$ cat config.mk
export PLATFORM = sky130hd
export DESIGN_NAME = uart_host_regs
export DESIGN_NICKNAME = d
export VERILOG_FILES = /design/src/rtl/uart_regs_pkg.sv /design/src/rtl/uart_addr_dec.sv /design/src/rtl/uart_reg_bank.sv /design/src/rtl/uart_tx_path.sv /design/src/rtl/uart_rd_path.sv /design/src/rtl/uart_host_regs.sv
export SDC_FILE = /design/constraint.sdc
export NUM_CORES = 1
export LEC_CHECK = 0
export CAP_MARGIN = 0
export CORE_ASPECT_RATIO = 1.5
export CORE_MARGIN = 3
export CORE_UTILIZATION = 45
export CTS_BUF_LIST = sky130_fd_sc_hd__clkbuf_8
export DETAILED_ROUTE_END_ITERATION = 7
export PLACE_DENSITY = 0.8
export SYNTH_ARGS = -nofsm -noshare
export SYNTH_HDL_FRONTEND = slang
export SYNTH_SLANG_ARGS = --single-unit
$ cat constraint.sdc
create_clock -name clk_i -period 2.4 [get_ports clk_i]
set_input_delay 0.24 -clock clk_i [delete_from_list [all_inputs] [get_ports clk_i]]
set_output_delay 0.24 -clock clk_i [all_outputs]
set_load 0.005 [all_outputs]
$ cat src/rtl/uart_regs_pkg.sv
package uart_regs_pkg;
  localparam int DATA_W   = 8;
  localparam int ADDR_W   = 3;
  localparam int BANK_BIT = 7;

  typedef enum logic [ADDR_W-1:0] {
    A_DATA = 3'd0,
    A_IEN  = 3'd1,
    A_IDFC = 3'd2,
    A_LCTL = 3'd3,
    A_MCTL = 3'd4,
    A_LSTS = 3'd5,
    A_MSTS = 3'd6,
    A_SCR  = 3'd7
  } reg_addr_e;

  typedef struct packed {
    logic thr;
    logic ien;
    logic fctl;
    logic lctl;
    logic mctl;
    logic scr;
    logic div_lo;
    logic div_hi;
  } wr_sel_t;

  function automatic logic [DATA_W-1:0] word_mask(input logic [1:0] wl);
    case (wl)
      2'b00:   return 8'h1f;
      2'b01:   return 8'h3f;
      2'b10:   return 8'h7f;
      default: return 8'hff;
    endcase
  endfunction
endpackage

$ cat src/rtl/uart_addr_dec.sv
module uart_addr_dec
  import uart_regs_pkg::*;
(
  input  logic              cs_ni,
  input  logic              rd_i,
  input  logic              wr_i,
  input  logic [ADDR_W-1:0] addr_i,
  input  logic              bank_i,
  output wr_sel_t           wr_sel_o,
  output logic              rd_en_o,
  output logic              rx_rd_o
);
  logic wr_act;
  reg_addr_e a;

  assign a       = reg_addr_e'(addr_i);
  assign wr_act  = !cs_ni && wr_i;
  assign rd_en_o = !cs_ni && rd_i;
  assign rx_rd_o = rd_en_o && (a == A_DATA) && !bank_i;

  always_comb begin
    wr_sel_o = '0;
    if (wr_act) begin
      unique case (a)
        A_DATA: if (bank_i) wr_sel_o.div_lo = 1'b1; else wr_sel_o.thr = 1'b1;
        A_IEN:  if (bank_i) wr_sel_o.div_hi = 1'b1; else wr_sel_o.ien = 1'b1;
        A_IDFC: wr_sel_o.fctl = 1'b1;
        A_LCTL: wr_sel_o.lctl = 1'b1;
        A_MCTL: wr_sel_o.mctl = 1'b1;
        A_SCR:  wr_sel_o.scr  = 1'b1;
        default: ;  // status addresses are read-only
      endcase
    end
  end
endmodule

$ cat src/rtl/uart_reg_bank.sv
module uart_reg_bank
  import uart_regs_pkg::*;
#(
  parameter int IEN_W  = 4,
  parameter int MCTL_W = 5
) (
  input  logic              clk_i,
  input  logic              rst_ni,
  input  wr_sel_t           wr_sel_i,
  input  logic [DATA_W-1:0] wdata_i,
  output logic [DATA_W-1:0] line_ctl_o,
  output logic [MCTL_W-1:0] modem_ctl_o,
  output logic [IEN_W-1:0]  int_en_o,
  output logic [DATA_W-1:0] fifo_ctl_o,
  output logic [DATA_W-1:0] scratch_o,
  output logic [DATA_W-1:0] div_lo_o,
  output logic [DATA_W-1:0] div_hi_o
);
  localparam int NFULL = 5;

  // byte-wide registers share one template
  logic [NFULL-1:0]             full_en;
  logic [NFULL-1:0][DATA_W-1:0] full_q;

  assign full_en = {wr_sel_i.lctl, wr_sel_i.fctl, wr_sel_i.scr,
                    wr_sel_i.div_lo, wr_sel_i.div_hi};

  for (genvar g = 0; g < NFULL; g++) begin : g_full
    always_ff @(posedge clk_i or negedge rst_ni) begin
      if (!rst_ni)         full_q[g] <= '0;
      else if (full_en[g]) full_q[g] <= wdata_i;
    end
  end

  assign line_ctl_o = full_q[4];
  assign fifo_ctl_o = full_q[3];
  assign scratch_o  = full_q[2];
  assign div_lo_o   = full_q[1];
  assign div_hi_o   = full_q[0];

  always_ff @(posedge clk_i or negedge rst_ni) begin
    if (!rst_ni) begin
      modem_ctl_o <= '0;
      int_en_o    <= '0;
    end else begin
      if (wr_sel_i.mctl) modem_ctl_o <= wdata_i[MCTL_W-1:0];
      if (wr_sel_i.ien)  int_en_o    <= wdata_i[IEN_W-1:0];
    end
  end
endmodule

$ cat src/rtl/uart_tx_path.sv
module uart_tx_path
  import uart_regs_pkg::*;
(
  input  logic              clk_i,
  input  logic              rst_ni,
  input  logic              thr_wr_i,
  input  logic [DATA_W-1:0] wdata_i,
  input  logic [1:0]        word_len_i,
  output logic              tx_push_o,
  output logic [DATA_W-1:0] tx_data_o
);
  always_ff @(posedge clk_i or negedge rst_ni) begin
    if (!rst_ni) begin
      tx_push_o <= 1'b0;
      tx_data_o <= '0;
    end else begin
      tx_push_o <= thr_wr_i;
      if (thr_wr_i) tx_data_o <= wdata_i & word_mask(word_len_i);
    end
  end
endmodule

$ cat src/rtl/uart_rd_path.sv
module uart_rd_path
  import uart_regs_pkg::*;
#(
  parameter int IEN_W  = 4,
  parameter int MCTL_W = 5
) (
  input  logic              clk_i,
  input  logic              rst_ni,
  input  logic              rd_en_i,
  input  logic              rx_rd_i,
  input  logic [ADDR_W-1:0] addr_i,
  input  logic              bank_i,
  input  logic [DATA_W-1:0] line_ctl_i,
  input  logic [MCTL_W-1:0] modem_ctl_i,
  input  logic [IEN_W-1:0]  int_en_i,
  input  logic [DATA_W-1:0] fifo_ctl_i,
  input  logic [DATA_W-1:0] scratch_i,
  input  logic [DATA_W-1:0] div_lo_i,
  input  logic [DATA_W-1:0] div_hi_i,
  input  logic [DATA_W-1:0] rx_data_i,
  input  logic [3:0]        int_id_i,
  input  logic [DATA_W-1:0] line_sts_i,
  input  logic [DATA_W-1:0] modem_sts_i,
  output logic [DATA_W-1:0] rdata_o,
  output logic              rx_pop_o
);
  logic [DATA_W-1:0] rd_mux;
  logic [DATA_W-1:0] id_word;

  assign id_word = {fifo_ctl_i[0], fifo_ctl_i[0], 2'b00, int_id_i};

  always_comb begin
    unique case (reg_addr_e'(addr_i))
      A_DATA:  rd_mux = bank_i ? div_lo_i : (rx_data_i & word_mask(line_ctl_i[1:0]));
      A_IEN:   rd_mux = bank_i ? div_hi_i : DATA_W'(int_en_i);
      A_IDFC:  rd_mux = id_word;
      A_LCTL:  rd_mux = line_ctl_i;
      A_MCTL:  rd_mux = DATA_W'(modem_ctl_i);
      A_LSTS:  rd_mux = line_sts_i;
      A_MSTS:  rd_mux = modem_sts_i;
      default: rd_mux = scratch_i;
    endcase
  end

  always_ff @(posedge clk_i or negedge rst_ni) begin
    if (!rst_ni) begin
      rdata_o  <= '0;
      rx_pop_o <= 1'b0;
    end else begin
      rx_pop_o <= rx_rd_i;
      if (rd_en_i) rdata_o <= rd_mux;
    end
  end
endmodule

$ cat src/rtl/uart_host_regs.sv
module uart_host_regs
  import uart_regs_pkg::*;
#(
  parameter int IEN_W  = 4,
  parameter int MCTL_W = 5
) (
  input  logic              clk_i,
  input  logic              rst_ni,
  input  logic              cs_ni,
  input  logic              rd_i,
  input  logic              wr_i,
  input  logic [2:0]        addr_i,
  input  logic [7:0]        wdata_i,
  output logic [7:0]        rdata_o,
  output logic              tx_push_o,
  output logic [7:0]        tx_data_o,
  output logic              rx_pop_o,
  input  logic [7:0]        rx_data_i,
  input  logic [3:0]        int_id_i,
  input  logic [7:0]        line_sts_i,
  input  logic [7:0]        modem_sts_i,
  output logic [15:0]       divisor_o,
  output logic [7:0]        line_ctl_o,
  output logic [MCTL_W-1:0] modem_ctl_o,
  output logic [IEN_W-1:0]  int_en_o,
  output logic [7:0]        fifo_ctl_o
);
  wr_sel_t           wr_sel;
  logic              rd_en, rx_rd, bank;
  logic [DATA_W-1:0] scratch, div_lo, div_hi;

  assign bank      = line_ctl_o[BANK_BIT];
  assign divisor_o = {div_hi, div_lo};

  uart_addr_dec i_dec (
    .cs_ni    (cs_ni),
    .rd_i     (rd_i),
    .wr_i     (wr_i),
    .addr_i   (addr_i),
    .bank_i   (bank),
    .wr_sel_o (wr_sel),
    .rd_en_o  (rd_en),
    .rx_rd_o  (rx_rd)
  );

  uart_reg_bank #(.IEN_W(IEN_W), .MCTL_W(MCTL_W)) i_bank (
    .clk_i       (clk_i),
    .rst_ni      (rst_ni),
    .wr_sel_i    (wr_sel),
    .wdata_i     (wdata_i),
    .line_ctl_o  (line_ctl_o),
    .modem_ctl_o (modem_ctl_o),
    .int_en_o    (int_en_o),
    .fifo_ctl_o  (fifo_ctl_o),
    .scratch_o   (scratch),
    .div_lo_o    (div_lo),
    .div_hi_o    (div_hi)
  );

  uart_tx_path i_tx (
    .clk_i      (clk_i),
    .rst_ni     (rst_ni),
    .thr_wr_i   (wr_sel.thr),
    .wdata_i    (wdata_i),
    .word_len_i (line_ctl_o[1:0]),
    .tx_push_o  (tx_push_o),
    .tx_data_o  (tx_data_o)
  );

  uart_rd_path #(.IEN_W(IEN_W), .MCTL_W(MCTL_W)) i_rd (
    .clk_i       (clk_i),
    .rst_ni      (rst_ni),
    .rd_en_i     (rd_en),
    .rx_rd_i     (rx_rd),
    .addr_i      (addr_i),
    .bank_i      (bank),
    .line_ctl_i  (line_ctl_o),
    .modem_ctl_i (modem_ctl_o),
    .int_en_i    (int_en_o),
    .fifo_ctl_i  (fifo_ctl_o),
    .scratch_i   (scratch),
    .div_lo_i    (div_lo),
    .div_hi_i    (div_hi),
    .rx_data_i   (rx_data_i),
    .int_id_i    (int_id_i),
    .line_sts_i  (line_sts_i),
    .modem_sts_i (modem_sts_i),
    .rdata_o     (rdata_o),
    .rx_pop_o    (rx_pop_o)
  );
endmodule

==> reports/metrics.csv, run 1 <==
stage,metric,value,unit
status,outcome,"finished, final reports clean",
global_routing,grt-ovfl-total,0,
sta,final_max_slew_viol_count,0,
yosys,syn_nets,308,
yosys,syn_area,3170,um2
global_routing,grt_pass1_wl,15000,um
global_routing,grt_antenna_before_repair,0,
sta,slew_headroom,0.550,
worst_setup_path,worstSetupEndpoint,i_tx.tx_data_o[1]$_DFFE_PN0P_,
yosys,synth_flop_cell,dfrtp_1,
worst_setup_path,startpoint,addr_i[1],
global_routing,grt_pass1_vias,2797,
detailed_routing,postRouteAntennaNets,0,
detailed_routing,first_iter_violations,271,
sta,final.period_utilization,0.746,
worst_setup_path,critPathRequiredTime,2.63,ns
worst_setup_path,r2r_end,i_rd.rdata_o[6]$_DFFE_PN0P_,
worst_setup_path,cp-start-kind,input pin,
yosys,synth_seq_area_share,0.528,
layout,mostFrequentLayoutCells,"clkdlybuf4s50_1, dfrtp_1, mux2_2",
min_path,hold_path_class,in2async,
placed_design,dp_cells,441,
worst_setup_path,r2r-start,i_bank.line_ctl_o[7]$_DFFE_PN0P_,
die,die_y,109,um
yosys,synth_edf_count,0,
worst_setup_path,slowest_delay,0.54,ns
die,rows,36,
layout,fin_cells,458,
yosys,yosysUniqueCellTypes,41,
layout,area_delta_synth_final,42.4,%
placed_design,port_buffers,102,
sta,clock_skew,0.00413,ns
power,max-vdd-ir-drop,0.469,mV
detailed_routing,routed_wl,9460,um
detailed_routing,wl_per_cell,20.6,um
die,die-width,74.6,um
worst_setup_path,path_max_fanout,18,
clock_network,insertion_delay,0.35,ns
global_routing,grt_max_degree,42,
die,core_area,6670,um2
detailed_routing,drc,0,
clock_network,cts_tree,yes,
worst_setup_path,endpoint_kind,flip-flop,
layout,final_nets,421,
power,power_density,752,nW/um2
layout,antenna_cells,0,
worst_setup_path,r2r_slack,0.63,ns
sta,fmax,559,MHz
placed_design,gp_congestion,0.901,
sta,tightest_slew,0.673,ns
worst_setup_path,r2r_cells,5,
layout,finalInstanceArea,4520,um2
die,io_pins,103,
clock_network,cts_made_buffers,9,
yosys,async_reset_ff_frac,1.00,
placed_design,placed_area,4320,um2
run,maxCapViolCount,0,
sta,setup_viol,0,
die,start_util,0.476,
clock_network,ctsResizeCount,0,
clock_network,cts-root-buf,clkbuf_8,
worst_setup_path,crit_chain,"clkdlybuf4s50_1, buf_4, nor4_4, nand2_2, mux2_1",
detailed_routing,dr.pass1.iters,4,
placed_design,dp_hpwl,7130,um
sta,hold_viol,0,
clock_network,cts.sinks,67,
sta,fin_tns_setup,0,ns
clock_network,cts_setup_buffers,0,
detailed_routing,vias,2630,
die,die-area,8120,um2
yosys,yosysWarningCount,0,
clock_network,h-tree-depth,3,
sta,rsz0062_at_grt,no,
yosys,avgSynthCellArea,12.0,um2
layout,layout-drive-gt1-share,0.196,
yosys,ys_ff_latch,67,
worst_setup_path,critPathKind,in2reg,
global_routing,track_usage,0.250,
detailed_routing,viasPerCell,5.74,
power,p_leak,1.96,nW
worst_setup_path,crit_path_top_delay_cell,clkdlybuf4s50_1,
sta,period_needed,1.79,ns
clock_network,cts_buffer_depth,2,
worst_setup_path,arrival,2.02,ns
clock_network,path_clk_slew,0.06,ns
yosys,synthCells,264,
layout,layout_commonest_cell,clkdlybuf4s50_1,
[kinds of logic after synthesis]
group / share of synthesized area
mux: 0.222
buf+inv: 0.0359
flops: 0.528
compound gates: 0.121
simple gates: 0.0931
[registers in the layout, indices dropped and copies added, names as in the netlist]
signal,flops
i_bank.div_hi_o,8
i_rd.rx_pop_o,1
i_bank.scratch_o,8
i_tx.tx_push_o,1
i_bank.line_ctl_o,8
i_bank.int_en_o,4
i_bank.fifo_ctl_o,8
i_rd.rdata_o,8
i_bank.div_lo_o,8
i_bank.modem_ctl_o,5
i_tx.tx_data_o,8
[layer usage]
metal,wire length [um],track usage
met3,565,0.0554
met5,0,0
met4,184,0.0929
met1,3780,0.313
met2,4930,0.418
[cells in the mapped netlist, types with 4 or more instances]
library cell | count | area (um2)
a21oi_1 | 10 | 50.1
a221oi_1 | 5 | 43.8
a31oi_1 | 5 | 31.3
buf_2 | 10 | 50.1
dfrtp_1 | 67 | 1680
inv_1 | 4 | 15.0
mux2_1 | 17 | 191
mux2_2 | 37 | 417
mux2i_1 | 5 | 50.1
nand2_1 | 14 | 52.6
nand2b_1 | 4 | 25.0
nand3_1 | 10 | 50.1
nor2_1 | 10 | 37.5
nor2b_1 | 6 | 37.5
o21ai_0 | 10 | 50.1
o22ai_1 | 9 | 56.3
[through the flow]
stage / hold slack, ns / setup slack [ns] / power [W] / utilization
after floorplan: -0.0556 / 0.861 / 0.00189 / -
after global placement: 0.276 / 0.257 / 0.00253 / 0.648
after detailed placement: 0.289 / 0.267 / 0.00255 / 0.648
after CTS: 0.460 / 0.615 / 0.00343 / 0.678
after global routing: 0.502 / 0.530 / 0.00358 / 0.678
final: 0.447 / 0.610 / 0.00340 / 0.678
[final cells by class]
type | count | area [um2]
fill | 525 | 2150
sequential | 67 | 1680
multi-input combinational | 176 | 1380
timing repair buffer | 119 | 1160
clock buffer | 13 | 179
tap | 76 | 95.1
inverter | 4 | 15.0
clock inverter | 3 | 12.5
[what timing repair did]
| item | CTS | global route |
|---|---|---|
| endpoints found under the hold margin | 26 | 0 |
| endpoints found under the setup margin | 0 | 0 |
| hold buffers | 1 | 0 |
[how the worst min path moves through the flow]
stage	start	end	cells after the start
final	rst_ni	i_tx.tx_data_o[5]$_DFFE_PN0P_	2
after global routing	rst_ni	i_tx.tx_data_o[5]$_DFFE_PN0P_	2
after CTS	rst_ni	i_tx.tx_data_o[5]$_DFFE_PN0P_	2
after detailed placement	rst_ni	i_tx.tx_data_o[5]$_DFFE_PN0P_	1
after global placement	rst_ni	i_tx.tx_data_o[5]$_DFFE_PN0P_	1
after floorplan	rst_ni	i_bank.div_hi_o[0]$_DFFE_PN0P_	0
[power by group]
| group | total (W) | internal, W | switching [W] | leakage [nW] |
|---|---|---|---|---|
| Combinational | 0.000967 | 0.000632 | 0.000335 | 1.01 |
| Sequential | 0.00155 | 0.00136 | 0.000192 | 0.839 |
| Clock | 0.000879 | 0.000479 | 0.000400 | 0.108 |
| Total | 0.00340 | 0.00247 | 0.000927 | 1.96 |
[critical path, delay by kind of cell]
kind,cells,cell delay (ns)
and+or+nand+nor,2,0.58
muxes,1,0.39
buffers and inverters,2,0.81
Power figures use the tool's default switching activity.
==> run 2, diff against run 1 <==
CORE_UTILIZATION = 43   (was 45)
clock period = 1.6 ns   (was 2.4 ns; I/O delays follow)
==> run 2 against run 1 <==
Combinational power grew 57%. Wire length grew 4.7%. Clock power up 46%. Hold slack worse by 0.087 ns. Via count rose by 5.2%. Non-clock buffer count is 25 higher. Critical endpoint is now i_rd.rdata_o[7]$_DFFE_PN0P_.
==> reports/metrics.csv, run 2 (synthesis gave the netlist of run 1 again) <==
stage,metric,value,unit,change
layout,antenna_cells,0,,unchanged
layout,fin_cells,501,,was 458
layout,layout_commonest_cell,clkdlybuf4s50_1,,unchanged
sta,fmax,633,MHz,
power,power_density,1090,nW/um2,was 752 nW/um2
clock_network,cts.sinks,67,,unchanged
sta,slew_headroom,0.761,,was 0.550
worst_setup_path,r2r_cells,4,,was 5
die,io_pins,103,,unchanged
worst_setup_path,endpoint_kind,flip-flop,,unchanged
sta,setup_viol,0,,unchanged
worst_setup_path,r2r-start,i_bank.line_ctl_o[7]$_DFFE_PN0P_,,unchanged
clock_network,insertion_delay,0.35,ns,about the same
worst_setup_path,critPathKind,in2reg,,unchanged
detailed_routing,postRouteAntennaNets,0,,unchanged
power,p_leak,2.06,nW,was 1.96 nW
sta,tightest_slew,0.357,ns,was 0.673 ns
sta,fin_tns_setup,0,ns,unchanged
global_routing,grt_pass1_vias,2998,,was 2797
worst_setup_path,path_max_fanout,8,,was 18
die,rows,37,,was 36
power,max-vdd-ir-drop,0.764,mV,was 0.469 mV
clock_network,cts-root-buf,clkbuf_8,,unchanged
global_routing,grt_pass1_wl,16100,um,was 15000 um
worst_setup_path,cp-start-kind,input pin,,unchanged
layout,layout-drive-gt1-share,0.255,,was 0.196
detailed_routing,first_iter_violations,166,,was 271
min_path,hold_path_class,in2async,,unchanged
placed_design,dp_cells,485,,was 441
worst_setup_path,r2r_slack,0.08,ns,was 0.63 ns
global_routing,grt_antenna_before_repair,0,,unchanged
clock_network,path_clk_slew,0.07,ns,was 0.06 ns
global_routing,track_usage,0.245,,was 0.250
placed_design,port_buffers,102,,unchanged
sta,final_max_slew_viol_count,0,,unchanged
clock_network,h-tree-depth,3,,unchanged
layout,area_delta_synth_final,48.9,%,was 42.4%
detailed_routing,viasPerCell,5.52,,was 5.74
die,core_area,7040,um2,was 6670 um2
status,outcome,"finished, final reports clean",,unchanged
sta,rsz0062_at_grt,no,,unchanged
detailed_routing,vias,2766,,was 2630
layout,final_nets,446,,was 421
clock_network,cts_tree,yes,,unchanged
sta,hold_viol,0,,unchanged
layout,finalInstanceArea,4720,um2,was 4520 um2
detailed_routing,drc,0,,unchanged
layout,fill_cells,546,,was 525
clock_network,cts_made_buffers,9,,unchanged
sta,period_needed,1.58,ns,
worst_setup_path,r2r_end,i_rd.rdata_o[3]$_DFFE_PN0P_,,was i_rd.rdata_o[6]$_DFFE_PN0P_
worst_setup_path,critPathRequiredTime,1.83,ns,was 2.63 ns
placed_design,placed_area,4520,um2,was 4320 um2
placed_design,gp_congestion,0.917,,was 0.901
die,die-width,76.1,um,was 74.6 um
die,start_util,0.451,,was 0.476
sta,final.period_utilization,0.988,,
detailed_routing,dr.pass1.iters,5,,was 4
die,die-area,8470,um2,was 8120 um2
run,maxCapViolCount,0,,unchanged
sta,clock_skew,0.00797,ns,was 0.00413 ns
worst_setup_path,arrival,1.81,ns,was 2.02 ns
die,die_y,111,um,was 109 um
layout,mostFrequentLayoutCells,"clkdlybuf4s50_1, dfrtp_1, buf_4",,"was clkdlybuf4s50_1, dfrtp_1, mux2_2"
placed_design,dp_hpwl,7330,um,was 7130 um
global_routing,grt_max_degree,68,,was 42
global_routing,grt-ovfl-total,0,,unchanged
detailed_routing,wl_per_cell,19.8,um,was 20.6 um
detailed_routing,routed_wl,9900,um,was 9460 um
clock_network,cts_buffer_depth,2,,unchanged
-- run 2: cell types whose count changed in the layout (fill, tap and decap cells not counted), sizes merged --
cell    change
buf        +25
bufinv      +1
clkbuf      -4
clkinv      +2
inv         -2
-- run 2: area by class of cell --
class | instances | area (um2) | area share
Sequential cell | 67 | 1680 | 0.355
Multi-Input combinational cell | 176 | 1390 | 0.294
Timing Repair Buffer | 144 | 1350 | 0.286
Clock buffer | 9 | 124 | 0.0262
Tap cell | 97 | 121 | 0.0257
Clock inverter | 4 | 45.0 | 0.00953
Inverter | 4 | 15.0 | 0.00318
-- run 2: where the power goes --
part / internal [W] / switching, W
Clock: 0.000684 / 0.000600
Combinational: 0.00100 / 0.000514
Sequential: 0.00205 / 0.000304
-- run 2: how the worst max path moves through the flow --
stage	slack [ns]	end	start
CTS	0.0008	line_ctl_o[7]	i_bank.line_ctl_o[7]$_DFFE_PN0P_
global placement	-0.31	i_bank.line_ctl_o[4]$_DFFE_PN0P_	addr_i[2]
finish	0.02	i_rd.rdata_o[7]$_DFFE_PN0P_	addr_i[0]
floorplan	0.06	i_rd.rdata_o[3]$_DFFE_PN0P_	i_bank.line_ctl_o[7]$_DFFE_PN0P_
detailed placement	-0.35	i_bank.line_ctl_o[0]$_DFFE_PN0P_	addr_i[0]
global route	0.0003	i_rd.rdata_o[0]$_DFFE_PN0P_	addr_i[0]
-- run 2: what timing repair did --
| item | 4_1_cts | 5_1_grt |
|---|---|---|
| endpoints found under the hold margin | 67 | 0 |
| setup endpoints to repair | 2 | 29 |
| gates resized for setup | 2 | 3 |
| pin swaps | 0 | 0 |
| hold buffers | 1 | 0 |
| buffers inserted | 0 | 2 |
-- run 2: critical path, cell delays in order --
cell and delay, ns:
clkdlybuf4s50_1 0.60, buf_4 0.22, and2b_1 0.24, a221oi_1 0.35
or2_0 0.16, a31oi_1 0.08
-- run 2: per-layer routing --
metal | GRT usage | routed length, um
met1 | 0.291 | 4060
met2 | 0.424 | 5090
met3 | 0.0496 | 487
met4 | 0.115 | 260
met5 | 0 | 0
-- run 2: per-stage QoR --
stage	power (W)	util	setup WS [ns]	hold slack, ns
2_1_floorplan	0.00283	-	0.0605	-0.136
3_3_place_gp	0.00382	0.642	-0.309	0.202
5_1_grt	0.00539	0.671	0.000272	0.428
6_report	0.00515	0.671	0.0194	0.360
3_5_place_dp	0.00386	0.642	-0.353	0.205
4_1_cts	0.00516	0.668	0.000759	0.369
